## src/rtl/pkt_tx_pkg.sv

```systemverilog
`timescale 1ns/1ps
package pkt_tx_pkg;
  localparam logic [1:0] ADDR_CHAN = 2'd0;
  localparam logic [1:0] ADDR_LEN  = 2'd1;
  localparam logic [1:0] ADDR_CTRL = 2'd2;

  localparam int BIT_GO  = 7;
  localparam int BIT_CLR = 6;

  // status bit positions, matched one for one by control enables 5..0
  localparam int ST_NFULL = 5;
  localparam int ST_HALF  = 4;
  localparam int ST_EMPTY = 3;
  localparam int ST_BERR  = 2;
  localparam int ST_DONE  = 1;
  localparam int ST_ERR   = 0;
  localparam int ST_W     = 6;

  typedef enum logic {PH_LEN, PH_DATA} phase_e;
endpackage

```

## src/rtl/tx_byte_store.sv

```systemverilog
`timescale 1ns/1ps
module tx_byte_store #(
  parameter int DEPTH = 16,
  parameter int CNT_W = 8,
  parameter int DW    = 8
) (
  input  logic             clk,
  input  logic             rst_n,
  input  logic             clr_i,
  input  logic             rewind_i,
  input  logic             wr_en_i,
  input  logic [DW-1:0]    wr_data_i,
  input  logic             rd_en_i,
  output logic [CNT_W-1:0] occ_o,
  output logic [DW-1:0]    rd_data_o
);
  localparam int AW = $clog2(DEPTH);

  logic [DW-1:0]    mem [DEPTH];
  logic [CNT_W-1:0] wr_tot, rd_tot;

  always_ff @(posedge clk) begin
    if (wr_en_i) mem[wr_tot[AW-1:0]] <= wr_data_i;
  end

  always_ff @(posedge clk or negedge rst_n) begin
    if (!rst_n) begin
      wr_tot <= '0;
      rd_tot <= '0;
    end else if (clr_i) begin
      wr_tot <= '0;
      rd_tot <= '0;
    end else if (rewind_i) begin
      rd_tot <= '0;
      if (wr_tot > CNT_W'(DEPTH)) wr_tot <= '0;
      else                        wr_tot <= wr_tot + CNT_W'(wr_en_i);
    end else begin
      wr_tot <= wr_tot + CNT_W'(wr_en_i);
      rd_tot <= rd_tot + CNT_W'(rd_en_i);
    end
  end

  assign occ_o     = wr_tot - rd_tot;
  assign rd_data_o = mem[rd_tot[AW-1:0]];
endmodule

```

## src/rtl/tx_regs.sv

```systemverilog
`timescale 1ns/1ps
module tx_regs
  import pkt_tx_pkg::*;
#(
  parameter logic [6:0] CHAN_MAX = 7'h62,
  parameter logic [6:0] CHAN_RST = 7'h48
) (
  input  logic            clk,
  input  logic            rst_n,
  input  logic            we_i,
  input  logic [1:0]      addr_i,
  input  logic [7:0]      wdata_i,
  input  logic            busy_i,
  output logic [6:0]      chan_o,
  output logic [7:0]      len_o,
  output logic [ST_W-1:0] en_o,
  output logic            start_o,
  output logic            clear_o
);
  logic ctrl_wr;
  assign ctrl_wr = we_i && (addr_i == ADDR_CTRL);
  assign start_o = ctrl_wr && wdata_i[BIT_GO]  && !busy_i;
  assign clear_o = ctrl_wr && wdata_i[BIT_CLR] && !busy_i;

  always_ff @(posedge clk or negedge rst_n) begin
    if (!rst_n) begin
      chan_o <= CHAN_RST;
      len_o  <= '0;
      en_o   <= '0;
    end else if (we_i) begin
      if (addr_i == ADDR_CHAN && !busy_i && wdata_i[6:0] <= CHAN_MAX) chan_o <= wdata_i[6:0];
      if (addr_i == ADDR_LEN && !busy_i) len_o <= wdata_i;
      if (ctrl_wr) en_o <= wdata_i[ST_W-1:0];
    end
  end
endmodule

```

## src/rtl/tx_seq.sv

```systemverilog
`timescale 1ns/1ps
module tx_seq
  import pkt_tx_pkg::*;
#(
  parameter int CNT_W = 8
) (
  input  logic             clk,
  input  logic             rst_n,
  input  logic             start_i,
  input  logic             done_i,
  input  logic             err_i,
  input  logic [7:0]       len_i,
  input  logic [CNT_W-1:0] occ_i,
  input  logic             ready_i,
  output logic             busy_o,
  output logic             valid_o,
  output logic             is_len_o,
  output logic             rd_en_o,
  output logic             berr_o,
  output logic             done_o,
  output logic             err_o
);
  phase_e     phase;
  logic [7:0] sent;
  logic       fire, more_data;

  assign more_data = (sent < len_i) && (occ_i != '0);
  assign is_len_o  = busy_o && (phase == PH_LEN);
  assign valid_o   = busy_o && ((phase == PH_LEN) || more_data);
  assign fire      = valid_o && ready_i && !done_i;
  assign rd_en_o   = fire && (phase == PH_DATA);

  always_ff @(posedge clk or negedge rst_n) begin
    if (!rst_n) begin
      busy_o <= 1'b0;
      phase  <= PH_LEN;
      sent   <= '0;
      berr_o <= 1'b0;
      done_o <= 1'b0;
      err_o  <= 1'b0;
    end else if (start_i) begin
      busy_o <= 1'b1;
      phase  <= PH_LEN;
      sent   <= '0;
      berr_o <= 1'b0;
      done_o <= 1'b0;
      err_o  <= 1'b0;
    end else if (busy_o) begin
      if (done_i) begin
        busy_o <= 1'b0;
        done_o <= 1'b1;
        err_o  <= err_i;
      end else if (fire) begin
        if (phase == PH_LEN) begin
          phase <= PH_DATA;
          if (len_i != '0 && occ_i == '0) berr_o <= 1'b1;
        end else begin
          sent <= sent + 8'd1;
        end
      end
    end
  end
endmodule

```

## src/rtl/pkt_tx_buffer.sv

```systemverilog
`timescale 1ns/1ps
module pkt_tx_buffer
  import pkt_tx_pkg::*;
#(
  parameter int         DEPTH    = 16,
  parameter int         CNT_W    = 8,
  parameter logic [6:0] CHAN_MAX = 7'h62,
  parameter logic [6:0] CHAN_RST = 7'h48
) (
  input  logic            clk,
  input  logic            rst_n,
  input  logic            reg_we,
  input  logic [1:0]      reg_addr,
  input  logic [7:0]      reg_wdata,
  input  logic            wr_valid,
  input  logic [7:0]      wr_data,
  output logic            wr_ready,
  output logic            fr_valid,
  output logic [7:0]      fr_data,
  output logic            fr_is_len,
  input  logic            fr_ready,
  input  logic            fr_done,
  input  logic            fr_err,
  output logic [6:0]      chan_o,
  output logic [7:0]      len_o,
  output logic            busy_o,
  output logic [ST_W-1:0] status_o,
  output logic            irq_o
);
  localparam int HALF = DEPTH / 2;

  logic [ST_W-1:0]  en;
  logic             start, clear, rd_en, berr, done_f, err_f;
  logic [CNT_W-1:0] occ;
  logic [7:0]       rd_data;

  tx_regs #(.CHAN_MAX(CHAN_MAX), .CHAN_RST(CHAN_RST)) u_regs (
    .clk(clk), .rst_n(rst_n), .we_i(reg_we), .addr_i(reg_addr), .wdata_i(reg_wdata),
    .busy_i(busy_o), .chan_o(chan_o), .len_o(len_o), .en_o(en),
    .start_o(start), .clear_o(clear)
  );

  tx_byte_store #(.DEPTH(DEPTH), .CNT_W(CNT_W), .DW(8)) u_store (
    .clk(clk), .rst_n(rst_n), .clr_i(clear), .rewind_i(start),
    .wr_en_i(wr_valid && wr_ready), .wr_data_i(wr_data),
    .rd_en_i(rd_en), .occ_o(occ), .rd_data_o(rd_data)
  );

  tx_seq #(.CNT_W(CNT_W)) u_seq (
    .clk(clk), .rst_n(rst_n), .start_i(start), .done_i(fr_done), .err_i(fr_err),
    .len_i(len_o), .occ_i(occ), .ready_i(fr_ready), .busy_o(busy_o),
    .valid_o(fr_valid), .is_len_o(fr_is_len), .rd_en_o(rd_en),
    .berr_o(berr), .done_o(done_f), .err_o(err_f)
  );

  assign wr_ready = occ < CNT_W'(DEPTH);
  assign fr_data  = fr_is_len ? len_o : rd_data;

  always_comb begin
    status_o           = '0;
    status_o[ST_NFULL] = occ < CNT_W'(DEPTH);
    status_o[ST_HALF]  = occ <= CNT_W'(HALF);
    status_o[ST_EMPTY] = occ == '0;
    status_o[ST_BERR]  = berr;
    status_o[ST_DONE]  = done_f;
    status_o[ST_ERR]   = err_f;
  end

  assign irq_o = |(status_o & en);
endmodule

```

## config.mk

```make
export PLATFORM = sky130hd
export DESIGN_NAME = pkt_tx_buffer
export DESIGN_NICKNAME = d
export VERILOG_FILES = /design/src/rtl/pkt_tx_pkg.sv /design/src/rtl/tx_byte_store.sv /design/src/rtl/tx_regs.sv /design/src/rtl/tx_seq.sv /design/src/rtl/pkt_tx_buffer.sv
export SDC_FILE = /design/constraint.sdc
export NUM_CORES = 1
export LEC_CHECK = 0
export ABC_AREA = 1
export ABC_CLOCK_PERIOD_IN_PS = 4600
export BUFFER_PORTS_ARGS = -buffer_cell sky130_fd_sc_hd__buf_2
export CAP_MARGIN = 20
export CORE_UTILIZATION = 50
export CTS_CLUSTER_DIAMETER = 40
export DETAILED_ROUTE_END_ITERATION = 16
export PLACE_DENSITY = 0.68
export REMOVE_ABC_BUFFERS = 1
export SKIP_CTS_REPAIR_TIMING = 1
export SLEW_MARGIN = 20
export SYNTH_ARGS = -nofsm -noshare
export SYNTH_HDL_FRONTEND = slang
export SYNTH_SLANG_ARGS = --single-unit
export TNS_END_PERCENT = 30
```

## constraint.sdc

```tcl
create_clock -name clk -period 4.6 [get_ports clk]
set_input_delay 0 -clock clk [delete_from_list [all_inputs] [get_ports clk]]
set_output_delay 0 -clock clk [all_outputs]
set_load 0.05 [all_outputs]
```

# Word-level counts from Yosys, hierarchy flattened
# Memory sizes are Yosys's and may differ from the RTL's.
# Cells that the tools add are included.
[op_classes]
addsub = 4
mul = 0
div = 0
order_cmp = 5
n_eq_ne = 4
n_shift = 0
n_mux = 32
bitwise_logic = 2
n_reduce_logical = 36
[ops]
columns = ["op", "n"]
rows = [
  ["$mux 8", 11],
  ["$mux 1", 21],
  ["$add 8x1->8", 2],
  ["$logic_and 1x1->1", 16],
  ["$reduce_bool 8->1", 2],
  ["$reduce_bool 2->1", 5],
  ["$add 8x1->8 const B", 1],
  ["$gt 8x5->1 const B", 1],
  ["$le 8x4->1 const B", 1],
  ["$logic_not 8->1", 1],
  ["$lt 8x5->1 const B", 1],
  ["$lt 8x8->1", 1],
  ["$reduce_and 2->1", 4],
  ["$sub 8x8->8", 1],
  ["$le 7x7->1 const B", 1],
  ["$and 6x6->6", 1],
  ["$reduce_or 6->1", 1],
  ["$reduce_and 5->1", 1],
  ["$reduce_and 4->1", 1],
  ["$reduce_and 3->1", 1],
  ["$eq 2x1->1 const B", 1],
  ["$eq 2x2->1 const B", 1],
  ["$logic_not 1->1", 2],
  ["$logic_not 2->1", 1],
  ["4 further kinds", 4],
]
[totals]
regBits = 50
latchBits = 0
mem_bits_rw = 128
mem_bits_ro = 0
in_bits = 25
out_inout_bits = 34
wordCells = 95
mem_count = 1
[mem_list]
columns = ["name", "depth", "width", "read_ports", "rd_ports_with_merged_regs", "write_ports", "line", "rtl"]
rows = [
  ["u_store.mem", 16, 8, 1, 0, 1, "tx_byte_store.sv:19", "logic [DW-1:0] mem [DEPTH];"],
]

# Depth between registers and ports, before layout
# Gate-level depths: netlist of run 1.
[depth]
ltp_word = 11
ltp_mapped = 24
ltp_nobuf = 23

# By module
# Synthesis of run 1 repeated with hierarchy kept, for this count alone.
[unflattened]
cells_unflattened = 965
area_unflattened_um2 = 8876.0
[by_module_without_submodules]
columns = ["module", "n_inst", "cells_each", "area_per_inst_um2", "seq_area_each_um2"]
rows = [
  ["tx_byte_store", 1, 697, 6736.5, 4244.1],
  ["tx_seq", 1, 135, 969.7, 325.3],
  ["tx_regs", 1, 94, 913.4, 528.0],
  ["pkt_tx_buffer", 1, 39, 256.5, 0.0],
]

# Least setup slack after synthesis of run 1
# No wires, ideal clock.
[synth_timing]
path_kind = "register to register"
start = "register u_store.rd_tot[2]"
end = "memory u_store.mem[8][0], enable pin"
t_arrival_ns = 3.078
t_required_ns = 4.205
setup_slack_ns = 1.127
stages_incl_launch_ff = 17
n_path_buf = 3
path_cell_list = "dfrtp_1 buf_2 inv_1 clkbuf_1 ha_1 buf_6 a21oi_2 nand2_1 nand2_1 nand2_1 nand2_1 nand2_1 nor2_2 nand2_1 inv_2 nand2_2 nor4_1"
[synth_between]
elab_chain_cells = 5
[synth_lines]
columns = ["element", "line", "rtl"]
rows = [
  ["from (decl)", "tx_byte_store.sv:20", "logic [CNT_W-1:0] wr_tot, rd_tot;"],
  ["from (signal assigned)", "tx_byte_store.sv:39", "rd_tot <= rd_tot + CNT_W'(rd_en_i);"],
  ["$sub 8x8->8", "tx_byte_store.sv:43", "assign occ_o = wr_tot - rd_tot;"],
  ["$lt 8x5->1", "pkt_tx_buffer.sv:56", "assign wr_ready = occ < CNT_W'(DEPTH);"],
  ["named net wr_ready", "pkt_tx_buffer.sv:17", "output logic wr_ready,"],
  ["$logic_and 1x1->1", "pkt_tx_buffer.sv:45", ".wr_en_i(wr_valid && wr_ready), .wr_data_i(wr_data),"],
  ["$mux 1", "tx_byte_store.sv:23", "if (wr_en_i) mem[wr_tot[AW-1:0]] <= wr_data_i;"],
  ["$mux 1 (not written as such)", "tx_byte_store.sv:23", ""],
  ["to (decl)", "tx_byte_store.sv:19", ""],
]
# The timed path passes the listed nets, and every way through them passes these cells.

# Worst setup path in the final report of run 1
[layout_timing]
start = "register u_store.rd_tot[2]"
end = "register u_store.rd_tot[6]"
[layout_between]
elab_chain_cells = 11
[layout_lines]
columns = ["element", "line", "rtl"]
rows = [
  ["$sub 8x8->8", "tx_byte_store.sv:43", ""],
  ["$reduce_bool 8->1", "tx_seq.sv:27", "assign more_data = (sent < len_i) && (occ_i != '0);"],
  ["$logic_and 1x1->1", "tx_seq.sv:27", ""],
  ["$logic_or 1x1->1", "tx_seq.sv:29", "assign valid_o = busy_o && ((phase == PH_LEN) || more_data);"],
  ["$logic_and 1x1->1", "tx_seq.sv:29", ""],
  ["$logic_and 1x1->1 (2 in a row)", "tx_seq.sv:30", "assign fire = valid_o && ready_i && !done_i;"],
  ["$logic_and 1x1->1", "tx_seq.sv:31", "assign rd_en_o = fire && (phase == PH_DATA);"],
  ["$add 8x1->8 (*)", "tx_byte_store.sv:39", ""],
  ["$mux 8 (*)", "tx_byte_store.sv:33", "end else if (rewind_i) begin"],
  ["$mux 8 (*)", "tx_byte_store.sv:30", "end else if (clr_i) begin"],
]
# Every way passes the cells marked *; elsewhere a longest branch is shown, timed or not.
# A chain may end at the register's enable or synchronous reset.

==> qor.tcl, run 1 <==
set qor(dpl_cell_area_um2) 8570
set qor(critical_path.max_fanout) 19
set qor(r2r_start) {u_store.rd_tot[2]}
set qor(clock_insertion_delay_worst_skew_ns) 0.43
set qor(synth_edf_count) 128
set qor(ir_worst_vdd_v) 0.000307
set qor(total_power_w) 0.00507
set qor(slew_viol_final) 0
set qor(number_of_remaining_drc_errors) 0
set qor(fillers) 1284
set qor(placeableCoreArea_um2) 15800
set qor(power_per_cell_area_nw_per_um2) 544
set qor(seq_area_frac_synth_pct) 63.0
set qor(portBuffers) 58
set qor(worstSetupStartpoint) {u_store.rd_tot[2]}
set qor(skew_ns) 0.00968
set qor(groute.usage.overall_pct) 24.0
set qor(clkTransAtPathRegs_ns) 0.07
set qor(route.detailed.wl_per_inst_um) 18.2
set qor(tritoncts_clock_tree) {built}
set qor(max_freq_ghz) 0.267
set qor(setup_repair_after_global_routing_missed_its_margin) {false}
set qor(ratio_of_cells_with_drive_above_1_in_the_final_layout_pct) 15.7
set qor(multiInputGateArea_um2) 2620
set qor(top_level_ports) 59
set qor(detail_route.vias_per_cell) 5.71
set qor(routed_wire_length_mm) 19.4
set qor(initialDrtViolationCount) 630
set qor(yosys_warnings) 0
set qor(detailedRoute.firstPassIterationCount) 5
set qor(netlist-cell-type-count) 47
set qor(post-dp-hpwl_mm) 13.2
set qor(grt_pass1_wl_mm) 29.6
set qor(layout_min_cycle_time_ns) 3.75
set qor(cts.sinks) 178
set qor(timing.critical_path.slowest_stage_cell) {sky130_fd_sc_hd__dfrtp_1}
set qor(routed-wl-met2_mm) 9.42
set qor(power_leakage_nw) 3.77
set qor(hold_viol) 0
set qor(cts_htree_levels) 4
set qor(dieHeight_um) 129
set qor(drv_cap) 0
set qor(layout.area.seq_um2) 5100
set qor(nets) 880
set qor(pin_count_of_the_biggest_net_entering_global_routing) 67
set qor(crit_required_ns) 4.91
set qor(clock_path_buffers) 2
set qor(critical_path.n_buffers_inverters) 1
set qor(first_global_vias) 5454
set qor(timing.critical_path.to_type) {flop}
set qor(syn-instance-count) 764
set qor(avgSynthCellArea_um2) 10.6
set qor(wl_met1_mm) 8.56
set qor(length_of_routed_met3_wiring_mm) 1.15
set qor(worst_ep_arrival_time_ns) 4.06
set qor(preCtsSetupSlack_ns) 0.908
set qor(synth_top_flop_cell) {sky130_fd_sc_hd__edfxtp_1}
set qor(postSynth.asyncResetShare_pct) 28.1
set qor(clockRootBuffer) {sky130_fd_sc_hd__clkbuf_16}
set qor(slowest_delay_ns) 0.65
set qor(status) {finished clean}
set qor(antenna_violating_nets_post_route) 0
set qor(setup_viol) 0
set qor(die_w_um) 129
set qor(fin_ws_ns) 0.854
set qor(post-route-period-util_pct) 81.4
set qor(crit_chain) {inv_1 > ha_1 > nand2_1 > nor2_1 > nand2_1 > nand3_1 > nand2_1 > nand2_1 > nor2_1 > nand3_2 > nand2_2 > nand2_4 > nand2_4 > nor2_1 > ha_1 > ha_1 > nand3_1 > nor3_1 > xor2_1 > nor2_1}
set qor(highest_layer) {met4}
set qor(grt_overflow) 0
set qor(fp-row-count) 46
set qor(syn2layout_area_growth_pct) 15.2
set qor(insertedDiodeCount) 0
set qor(setup-tns-final_ns) 0
set qor(dr_total_vias) 6078
set qor(timing.hold.worst.class) {in2reg}
set qor(post_synthesis_sequential_element_count) 178
set qor(worstMarginPinSlew_ns) 0.990
set qor(number_of_antenna_violations_at_the_first_check_in_global_routing) 0
set qor(syn_area_um2) 8090
set qor(hold_path_startpoint) {reg_addr[1]}
set qor(crit_type) {reg2reg}
set qor(gp_congestion) 0.949
set qor(cts_inserted_buffers) 17
set qor(worst_slew_margin_relative_to_its_limit_pct) 33.4
set qor(design.die.area_um2) 16700
set qor(startpoint_type) {flop}
set qor(initial_utilization_pct) 51.1
set qor(cpLargestDelayFamily) {simple AND/OR/NAND/NOR gates}
set qor(stdcell_area_um2) 9320
-- cell usage after synthesis, types with 5 or more instances --
cell type,number,area [um2]
sky130_fd_sc_hd__o22ai_1,39,244
sky130_fd_sc_hd__inv_2,5,18.8
sky130_fd_sc_hd__nor2_1,130,488
sky130_fd_sc_hd__edfxtp_1,128,3840
sky130_fd_sc_hd__clkbuf_1,25,93.8
sky130_fd_sc_hd__o21ai_0,112,561
sky130_fd_sc_hd__nor3_1,7,35.0
sky130_fd_sc_hd__a21oi_1,16,80.1
sky130_fd_sc_hd__nand2_2,10,62.6
sky130_fd_sc_hd__nand3_1,21,105
sky130_fd_sc_hd__dfrtp_1,48,1200
sky130_fd_sc_hd__xor2_1,9,78.8
sky130_fd_sc_hd__inv_1,51,191
sky130_fd_sc_hd__nand4_1,6,37.5
sky130_fd_sc_hd__ha_1,19,238
sky130_fd_sc_hd__nand2_1,84,315
-- per-stage QoR --
| step | instances | hold WS (ns) | utilization [%] |
|---|---|---|---|
| finish | 1064 | 0.0598 | 58.9 |
| CTS | 1044 | -0.312 | 57.6 |
| global placement | 1012 | 0.138 | 54.1 |
| detailed placement | 1012 | 0.149 | 54.1 |
| floorplan | 730 | -0.296 | - |
| global route | 1064 | 0.0740 | 58.9 |
-- power breakdown --
group	switching [W]	internal, W
Clock	0.000649	0.000707
Sequential	0.000113	0.00187
Combinational	0.00128	0.000441
Total	0.00205	0.00302
-- layer usage --
metal | track usage, % | vias to the layer above
li1 | - | 2821
met4 | 6.92 | 0
met3 | 4.91 | 31
met2 | 37.7 | 242
met1 | 34.0 | 2984
met5 | 0 | -
-- registers in the layout, summed over array words and instances (netlist names) --
signal and flops:
u_store.wr_tot 8, u_seq.busy_o 1, u_store.mem 128, u_seq.berr_o 1
u_seq.err_o 1, u_seq.done_o 1, u_regs.en_o 6, u_seq.sent 8
u_store.rd_tot 8, u_regs.len_o 8, u_regs.chan_o 7, u_seq.phase 1
-- kinds of logic after synthesis --
family          synth area share, %
fa+ha+maj                      3.19
simple gates                   15.5
compound gates                 12.2
xor+xnor                       1.30
buf+inv                        4.83
flops                          63.0
-- layout by cell type (no fill, tap or decap), drive strengths merged, types with 4 or more instances in the layout --
| master | Yosys | layout |
|---|---|---|
| inv | 58 | 65 |
| and3 | 4 | 4 |
| ha | 19 | 19 |
| edfxtp | 128 | 128 |
| o21ai | 115 | 115 |
| nand3 | 24 | 24 |
| nor3 | 9 | 9 |
| clkinv | 1 | 8 |
| nand4 | 6 | 6 |
| clkbuf | 25 | 17 |
| dlygate4sd3 | 0 | 20 |
| nor2 | 131 | 131 |
| o22ai | 39 | 39 |
| a21oi | 17 | 17 |
| xor2 | 9 | 9 |
| buf | 9 | 66 |
| nand2 | 98 | 98 |
| dfrtp | 48 | 48 |
| nor4 | 4 | 4 |
-- final timing paths --
kind	endpoint	slack, ns	depth (start not counted)
max	u_store.rd_tot[6]	0.85	20
min	u_regs.chan_o[3]	0.06	5
max reg2reg	u_store.rd_tot[6]	0.85	20
min reg2reg	u_regs.en_o[2]	0.49	2
max in group asynchronous	u_store.rd_tot[0]	3.93	3
min in group asynchronous	u_seq.sent[3]	0.21	3
-- cell type report --
class,count,share of cell area [%]
well taps,216,2.90
clock inverters,15,1.33
multi-input cells,493,28.1
flip-flops and latches,178,54.7
clock buffers,17,4.57
inverters,59,2.46
repair buffers,86,5.91
-- worst min-delay path, stage by stage --
cell and delay, ns:
sky130_fd_sc_hd__buf_2 0.09, sky130_fd_sc_hd__nor4_1 0.05, sky130_fd_sc_hd__o31ai_1 0.06, sky130_fd_sc_hd__buf_4 0.18
sky130_fd_sc_hd__o21ai_0 0.10
(Power assumes the default switching activity.)
==> run 2, diff against run 1 <==
Settings changed: ABC_CLOCK_PERIOD_IN_PS 4600 to 3700.
Clock period 4.6 ns to 3.7 ns, I/O delays scaled along.
==> qor.tcl, run 2 (same netlist as run 1, synthesis figures left out) <==
set qor(status) {finished with violations}
set qor(violations) {hold timing}
set qor(cts_htree_levels) 4
set qor(share_of_the_core_filled_with_cells_pct) 59.7
set qor(layout_min_cycle_time_ns) 3.31
set qor(detailedRoute.firstPassIterationCount) 5
set qor(setup_viol) 0
set qor(most-common-layout-cells) {130 x sky130_fd_sc_hd__nor2_1, 128 x sky130_fd_sc_hd__edfxtp_1, 112 x sky130_fd_sc_hd__o21ai_0, 84 x sky130_fd_sc_hd__nand2_1, 57 x sky130_fd_sc_hd__buf_2}
set qor(top_level_ports) 59
set qor(skew_ns) 0.00660
set qor(power_per_cell_area_nw_per_um2) 660
set qor(whs_ns) -0.000745
set qor(initialDrtViolationCount) 541
set qor(clkTransAtPathRegs_ns) 0.06
set qor(grt_peak_use_layer) {met2}
set qor(drv_cap) 0
set qor(r2r-end) {u_store.rd_tot[7]}
set qor(worst_setup_path_endpoint) {u_store.rd_tot[7]}
set qor(die_w_um) 129
set qor(first_global_vias) 5517
set qor(crit_required_ns) 4.04
set qor(post-route-period-util_pct) 89.5
set qor(mostFrequentLayoutCell) {sky130_fd_sc_hd__nor2_1}
set qor(gp_congestion) 0.868
set qor(post-dp-hpwl_mm) 12.8
set qor(fp-row-count) 46
set qor(initial_utilization_pct) 51.1
set qor(worst_slew_margin_relative_to_its_limit_pct) 44.3
set qor(clock_path_buffers) 2
set qor(dieHeight_um) 129
set qor(insertedDiodeCount) 0
set qor(antenna_violating_nets_post_route) 0
set qor(groute.usage.overall_pct) 24.1
set qor(portBuffers) 58
set qor(max_freq_ghz) 0.302
set qor(fillers) 1272
set qor(placeableCoreArea_um2) 15800
set qor(routed_wire_length_mm) 19.2
set qor(fin_ws_ns) 0.389
set qor(grt_overflow) 0
set qor(worstSetupStartpoint) {u_store.wr_tot[0]}
set qor(largest_reg_flops) 128
set qor(dr_total_vias) 6042
set qor(detail_route.vias_per_cell) 5.60
set qor(route.detailed.wl_per_inst_um) 17.8
set qor(number_of_antenna_violations_at_the_first_check_in_global_routing) 0
set qor(worst_ep_arrival_time_ns) 3.65
set qor(clockRootBuffer) {sky130_fd_sc_hd__clkbuf_16}
set qor(hold_viol) 5
set qor(r2r.worst_path.cells) 22
set qor(power_leakage_nw) 3.84
set qor(r2r_start) {u_store.wr_tot[0]}
set qor(tritoncts_clock_tree) {built}
set qor(setup_repair_after_global_routing_missed_its_margin) {false}
set qor(gr-usage-met2_pct) 37.5
set qor(clock_insertion_delay_worst_skew_ns) 0.42
set qor(cts.sinks) 178
set qor(startpoint_type) {flop}
set qor(slew_viol_final) 0
set qor(timing.hold.worst.class) {in2reg}
set qor(crit_type) {reg2reg}
set qor(ir_worst_vdd_v) 0.000350
set qor(critical_path.max_fanout) 7
set qor(total_power_w) 0.00623
set qor(grt_use_met1_pct) 34.0
set qor(grt_pass1_wl_mm) 29.5
set qor(cts_inserted_buffers) 17
set qor(ratio_of_cells_with_drive_above_1_in_the_final_layout_pct) 16.9
set qor(syn2layout_area_growth_pct) 16.7
set qor(worstMarginPinSlew_ns) 0.828
set qor(preCtsSetupSlack_ns) 0.431
set qor(ff2ff_setup_slack_ns) 0.39
set qor(design.die.area_um2) 16700
set qor(number_of_remaining_drc_errors) 0
set qor(min_path_cells) 1
set qor(met3_usage_pct) 4.13
set qor(timing.critical_path.to_type) {flop}
set qor(pin_count_of_the_biggest_net_entering_global_routing) 66
set qor(nets) 898
## run 2: cell count changes in the layout (fill, tap and decap cells not counted), sizes merged
cell and change:
inv -2, dlygate4sd3 +1, clkinv -5, bufinv +1, clkinvlp +2, buf +17
clkbuf +1
## run 2: layer usage
metal	vias to the layer above	share of wire [%]
li1	2850	-
met1	2952	44
met5	-	0
met3	32	6.0
met2	208	48
met4	0	1.9
## run 2: critical path, cell delays in order, from the launching register on
cell and delay (ns):
sky130_fd_sc_hd__dfrtp_1 0.49, sky130_fd_sc_hd__inv_1 0.15, sky130_fd_sc_hd__ha_1 0.15, sky130_fd_sc_hd__inv_1 0.07, sky130_fd_sc_hd__fa_1 0.43, sky130_fd_sc_hd__nand2_1 0.09, sky130_fd_sc_hd__nand2_1 0.05, sky130_fd_sc_hd__nand3b_1 0.09
sky130_fd_sc_hd__nand3_1 0.07, sky130_fd_sc_hd__nand2_1 0.08, sky130_fd_sc_hd__nor2_2 0.05, sky130_fd_sc_hd__nand3_2 0.09, sky130_fd_sc_hd__nand2_2 0.07, sky130_fd_sc_hd__nand2_4 0.08, sky130_fd_sc_hd__nand2_4 0.07, sky130_fd_sc_hd__nor2_1 0.12
sky130_fd_sc_hd__ha_1 0.19, sky130_fd_sc_hd__nand2_1 0.06, sky130_fd_sc_hd__nor2_1 0.21, sky130_fd_sc_hd__nand3_1 0.10, sky130_fd_sc_hd__nor2_1 0.19, sky130_fd_sc_hd__a21oi_1 0.10, sky130_fd_sc_hd__nor3_1 0.21
## run 2: layout make-up
class | instances | area [um2] | area share (%)
multi-input cells | 493 | 2620 | 27.7
inverters | 59 | 229 | 2.43
clock inverters | 11 | 105 | 1.11
flip-flops and latches | 178 | 5100 | 54.0
repair buffers | 104 | 691 | 7.32
well taps | 216 | 270 | 2.86
clock buffers | 18 | 429 | 4.55
## run 2: stage by stage
| step | instances | setup TNS (ns) | instance area, um2 |
|---|---|---|---|
| 6_report | 1079 | 0 | 9440 |
| 5_1_grt | 1079 | 0 | 9440 |
| 4_1_cts | 1058 | 0 | 9230 |
| 3_5_place_dp | 1029 | 0 | 8690 |
| 3_3_place_gp | 1029 | 0 | 8690 |
| 2_1_floorplan | 730 | -42.66 | 7930 |
## run 2: worst min path at each step
stage                     startpoint           endpoint  slack [ns]
after detailed placement     fr_done       u_seq.busy_o        0.23
after global routing      wr_data[6]  u_store.mem[4][6]      0.0001
final                     wr_data[6]  u_store.mem[2][6]     -0.0007
after CTS                    fr_done       u_seq.busy_o       -0.22
after global placement       fr_done       u_seq.busy_o        0.23
after floorplan                rst_n   u_regs.chan_o[0]       -0.30
## run 2: where the power goes
group / switching (W) / internal, W
combinational: 0.00154 / 0.000570
clock: 0.000734 / 0.000921
sequential: 0.000136 / 0.00233
==> run 3, diff against run 2 <==
Settings changed: ABC_AREA 1 to not set, CELL_PAD_IN_SITES_DETAIL_PLACEMENT set to 0, CELL_PAD_IN_SITES_GLOBAL_PLACEMENT set to 1, PLACE_DENSITY 0.68 to not set, PLACE_DENSITY_LB_ADDON set to 0.1.
==> qor.tcl, run 3 <==
set qor(detail_route.vias_per_cell) 5.85
set qor(power_leakage_nw) 3.52
set qor(grt_pass1_wl_mm) 28.8
set qor(synth_top_flop_cell) {sky130_fd_sc_hd__edfxtp_1}
set qor(synth_edf_count) 128
set qor(r2r_start) {u_store.wr_tot[0]}
set qor(drv_cap) 0
set qor(dpl_cell_area_um2) 8690
set qor(cts.sinks) 178
set qor(ff2ff_setup_slack_ns) 0.26
set qor(portBuffers) 58
set qor(layout_min_cycle_time_ns) 3.44
set qor(yosysTopAreaCell) {sky130_fd_sc_hd__edfxtp_1}
set qor(min_path_cells) 4
set qor(netlist-cell-type-count) 62
set qor(setup_viol) 0
set qor(number_of_remaining_drc_errors) 0
set qor(ratio_of_cells_with_drive_above_1_in_the_final_layout_pct) 25.4
set qor(largest_reg_flops) 128
set qor(routed_wire_length_mm) 18.7
set qor(crit_required_ns) 4.00
set qor(skew_ns) 0.0124
set qor(critical_path.max_fanout) 4
set qor(fp-row-count) 45
set qor(tritoncts_clock_tree) {built}
set qor(dieHeight_um) 128
set qor(hold_path_startpoint) {reg_addr[0]}
set qor(worst_slew_margin_relative_to_its_limit_pct) 39.8
set qor(gp_congestion) 0.921
set qor(post-route-period-util_pct) 92.9
set qor(critical_path.n_buffers_inverters) 2
set qor(fin_ws_ns) 0.264
set qor(worst_ep_arrival_time_ns) 3.73
set qor(placeableCoreArea_um2) 15400
set qor(clockRootBuffer) {sky130_fd_sc_hd__clkbuf_16}
set qor(r2r.worst_path.cells) 15
set qor(clock_path_buffers) 2
set qor(pin_count_of_the_biggest_net_entering_global_routing) 51
set qor(groute.usage.overall_pct) 24.2
set qor(slowest_delay_ns) 0.56
set qor(clkTransAtPathRegs_ns) 0.07
set qor(syn_area_um2) 7990
set qor(yosys_warnings) 0
set qor(violations) {hold timing}
set qor(initial_utilization_pct) 52.0
set qor(max_freq_ghz) 0.291
set qor(timing.critical_path.to_type) {flop}
set qor(nets) 710
set qor(detailedRoute.firstPassIterationCount) 5
set qor(cts_inserted_buffers) 17
set qor(preCtsSetupSlack_ns) 0.0577
set qor(top_level_ports) 59
set qor(worstMarginPinSlew_ns) 0.902
set qor(most-common-layout-cells) {128 x sky130_fd_sc_hd__edfxtp_1, 58 x sky130_fd_sc_hd__buf_2, 47 x sky130_fd_sc_hd__dfrtp_1, 37 x sky130_fd_sc_hd__mux2i_1, 34 x sky130_fd_sc_hd__nand2_1}
set qor(post-dp-hpwl_mm) 12.3
set qor(first_global_vias) 4920
set qor(route.detailed.wl_per_inst_um) 21.0
set qor(post_synthesis_sequential_element_count) 178
set qor(dr_total_vias) 5203
set qor(design.die.area_um2) 16500
set qor(die_w_um) 128
set qor(ir_worst_vdd_v) 0.000373
set qor(synth_area_leaders) {sky130_fd_sc_hd__edfxtp_1 48%, sky130_fd_sc_hd__dfrtp_1 15%, sky130_fd_sc_hd__mux2i_1 4.6%}
set qor(synth_common_cells) {128 x sky130_fd_sc_hd__edfxtp_1, 48 x sky130_fd_sc_hd__dfrtp_1, 37 x sky130_fd_sc_hd__mux2i_1}
set qor(setup_repair_after_global_routing_missed_its_margin) {false}
set qor(fillers) 1217
set qor(yosysMostFrequentCell) {sky130_fd_sc_hd__edfxtp_1}
set qor(min_to) {u_regs.chan_o[5]}
set qor(syn-instance-count) 562
set qor(timing.hold.worst.class) {in2reg}
set qor(r2r-end) {u_store.wr_tot[7]}
set qor(timing.critical_path.slowest_stage_cell) {sky130_fd_sc_hd__nor4_1}
set qor(hold_viol) 1
set qor(stdcell_area_um2) 9500
set qor(cts_htree_levels) 4
set qor(yosys.area.top_type_share_pct) 48.1
set qor(whs_ns) -0.00813
set qor(grt_overflow) 0
set qor(mostFrequentLayoutCell) {sky130_fd_sc_hd__edfxtp_1}
set qor(status) {finished with violations}
set qor(slew_viol_final) 0
set qor(avgSynthCellArea_um2) 14.2
set qor(crit_type) {reg2reg}
set qor(share_of_the_core_filled_with_cells_pct) 61.8
set qor(startpoint_type) {flop}
set qor(number_of_antenna_violations_at_the_first_check_in_global_routing) 0
set qor(antenna_violating_nets_post_route) 0
set qor(seq_area_frac_synth_pct) 63.8
set qor(initialDrtViolationCount) 457
set qor(power_per_cell_area_nw_per_um2) 619
set qor(crit_chain) {inv_1 > ha_2 > inv_1 > fa_2 > a21o_1 > a21oi_1 > a31oi_1 > nor4_1 > o31ai_2 > nor2_1 > ha_1 > nand4_1 > or2_2 > xor2_1 > nor2_1}
set qor(cpLargestDelayFamily) {simple AND/OR/NAND/NOR gates}
set qor(syn2layout_area_growth_pct) 18.9
set qor(insertedDiodeCount) 0
set qor(clock_insertion_delay_worst_skew_ns) 0.43
set qor(postSynth.asyncResetShare_pct) 28.1
-- run 3: changes by cell type in the layout (fill, tap and decap cells not counted), moves of 12 or more --
cell                       previous run  this run
sky130_fd_sc_hd__o221ai_1             0        16
sky130_fd_sc_hd__mux2i_1              0        37
sky130_fd_sc_hd__nand2_1             84        34
sky130_fd_sc_hd__o22ai_1             39         8
sky130_fd_sc_hd__mux2_2               0        12
sky130_fd_sc_hd__nor2_1             130        22
sky130_fd_sc_hd__mux4_2               0        16
sky130_fd_sc_hd__o21ai_0            112        12
sky130_fd_sc_hd__inv_1               51        24
-- run 3: cell families after synthesis --
group,count (synthesis),synth area share [%]
fa+ha+maj,20,3.23
simple gates,135,8.97
buf+inv,52,2.80
xor+xnor,14,1.53
flops,178,63.8
mux,65,10.8
compound gates,98,8.82
-- run 3: worst max path at each step --
stage,startpoint,endpoint,slack (ns),cells after the start
2_1_floorplan,u_store.rd_tot[0],u_store.wr_tot[6],-1.83,14
3_3_place_gp,u_store.wr_tot[0],u_store.rd_tot[7],0.23,17
3_5_place_dp,u_store.wr_tot[0],u_store.rd_tot[7],0.06,17
4_1_cts,u_store.wr_tot[0],u_store.rd_tot[7],0.04,17
5_1_grt,u_store.wr_tot[0],u_store.rd_tot[7],0.05,17
6_report,u_store.wr_tot[0],u_store.wr_tot[7],0.26,15
-- run 3: area by class of cell --
class | count | area, um2 | share of cell area, %
flip-flops and latches | 178 | 5100 | 53.7
multi-input cells | 332 | 2730 | 28.8
repair buffers | 110 | 731 | 7.69
clock buffers | 18 | 429 | 4.52
well taps | 211 | 264 | 2.78
clock inverters | 14 | 146 | 1.54
inverters | 26 | 100 | 1.05
-- run 3: per-layer routing --
layer / up-vias / track usage (%) / routed length (um)
li1: 2394 / - / -
met1: 2647 / 36.5 / 8860
met2: 146 / 35.9 / 8560
met3: 16 / 4.91 / 1050
met4: 0 / 6.51 / 201
met5: - / 0 / 0
-- run 3: report_power, final --
part           switching [W]  leakage (nW)  internal [W]  total, W
Sequential         0.0000972          1.79       0.00231   0.00240
Combinational        0.00117          1.46      0.000556   0.00172
Clock               0.000802         0.269      0.000949   0.00175
Total                0.00206          3.52       0.00381   0.00588
-- run 3: worst register-to-register path, cell delays in order (launching register included) --
cell and delay (ns):
sky130_fd_sc_hd__dfrtp_1 0.38, sky130_fd_sc_hd__inv_1 0.09, sky130_fd_sc_hd__ha_2 0.19, sky130_fd_sc_hd__inv_1 0.05, sky130_fd_sc_hd__fa_2 0.36, sky130_fd_sc_hd__a21o_1 0.21
sky130_fd_sc_hd__a21oi_1 0.16, sky130_fd_sc_hd__a31oi_1 0.06, sky130_fd_sc_hd__nor4_1 0.56, sky130_fd_sc_hd__o31ai_2 0.20, sky130_fd_sc_hd__nor2_1 0.15, sky130_fd_sc_hd__ha_1 0.21
sky130_fd_sc_hd__nand4_1 0.15, sky130_fd_sc_hd__or2_2 0.33, sky130_fd_sc_hd__xor2_1 0.14, sky130_fd_sc_hd__nor2_1 0.05
-- run 3: per-stage QoR --
step / total power (W) / TNS, ns / std cells / hold slack (ns)
floorplan: 0.00361 / -242.22 / 536 / -0.296
global placement: 0.00409 / 0 / 836 / 0.152
detailed placement: 0.00413 / 0 / 836 / 0.161
CTS: 0.00587 / 0 / 868 / -0.298
global route: 0.00613 / 0 / 889 / 0.0304
finish: 0.00588 / 0 / 889 / -0.00813
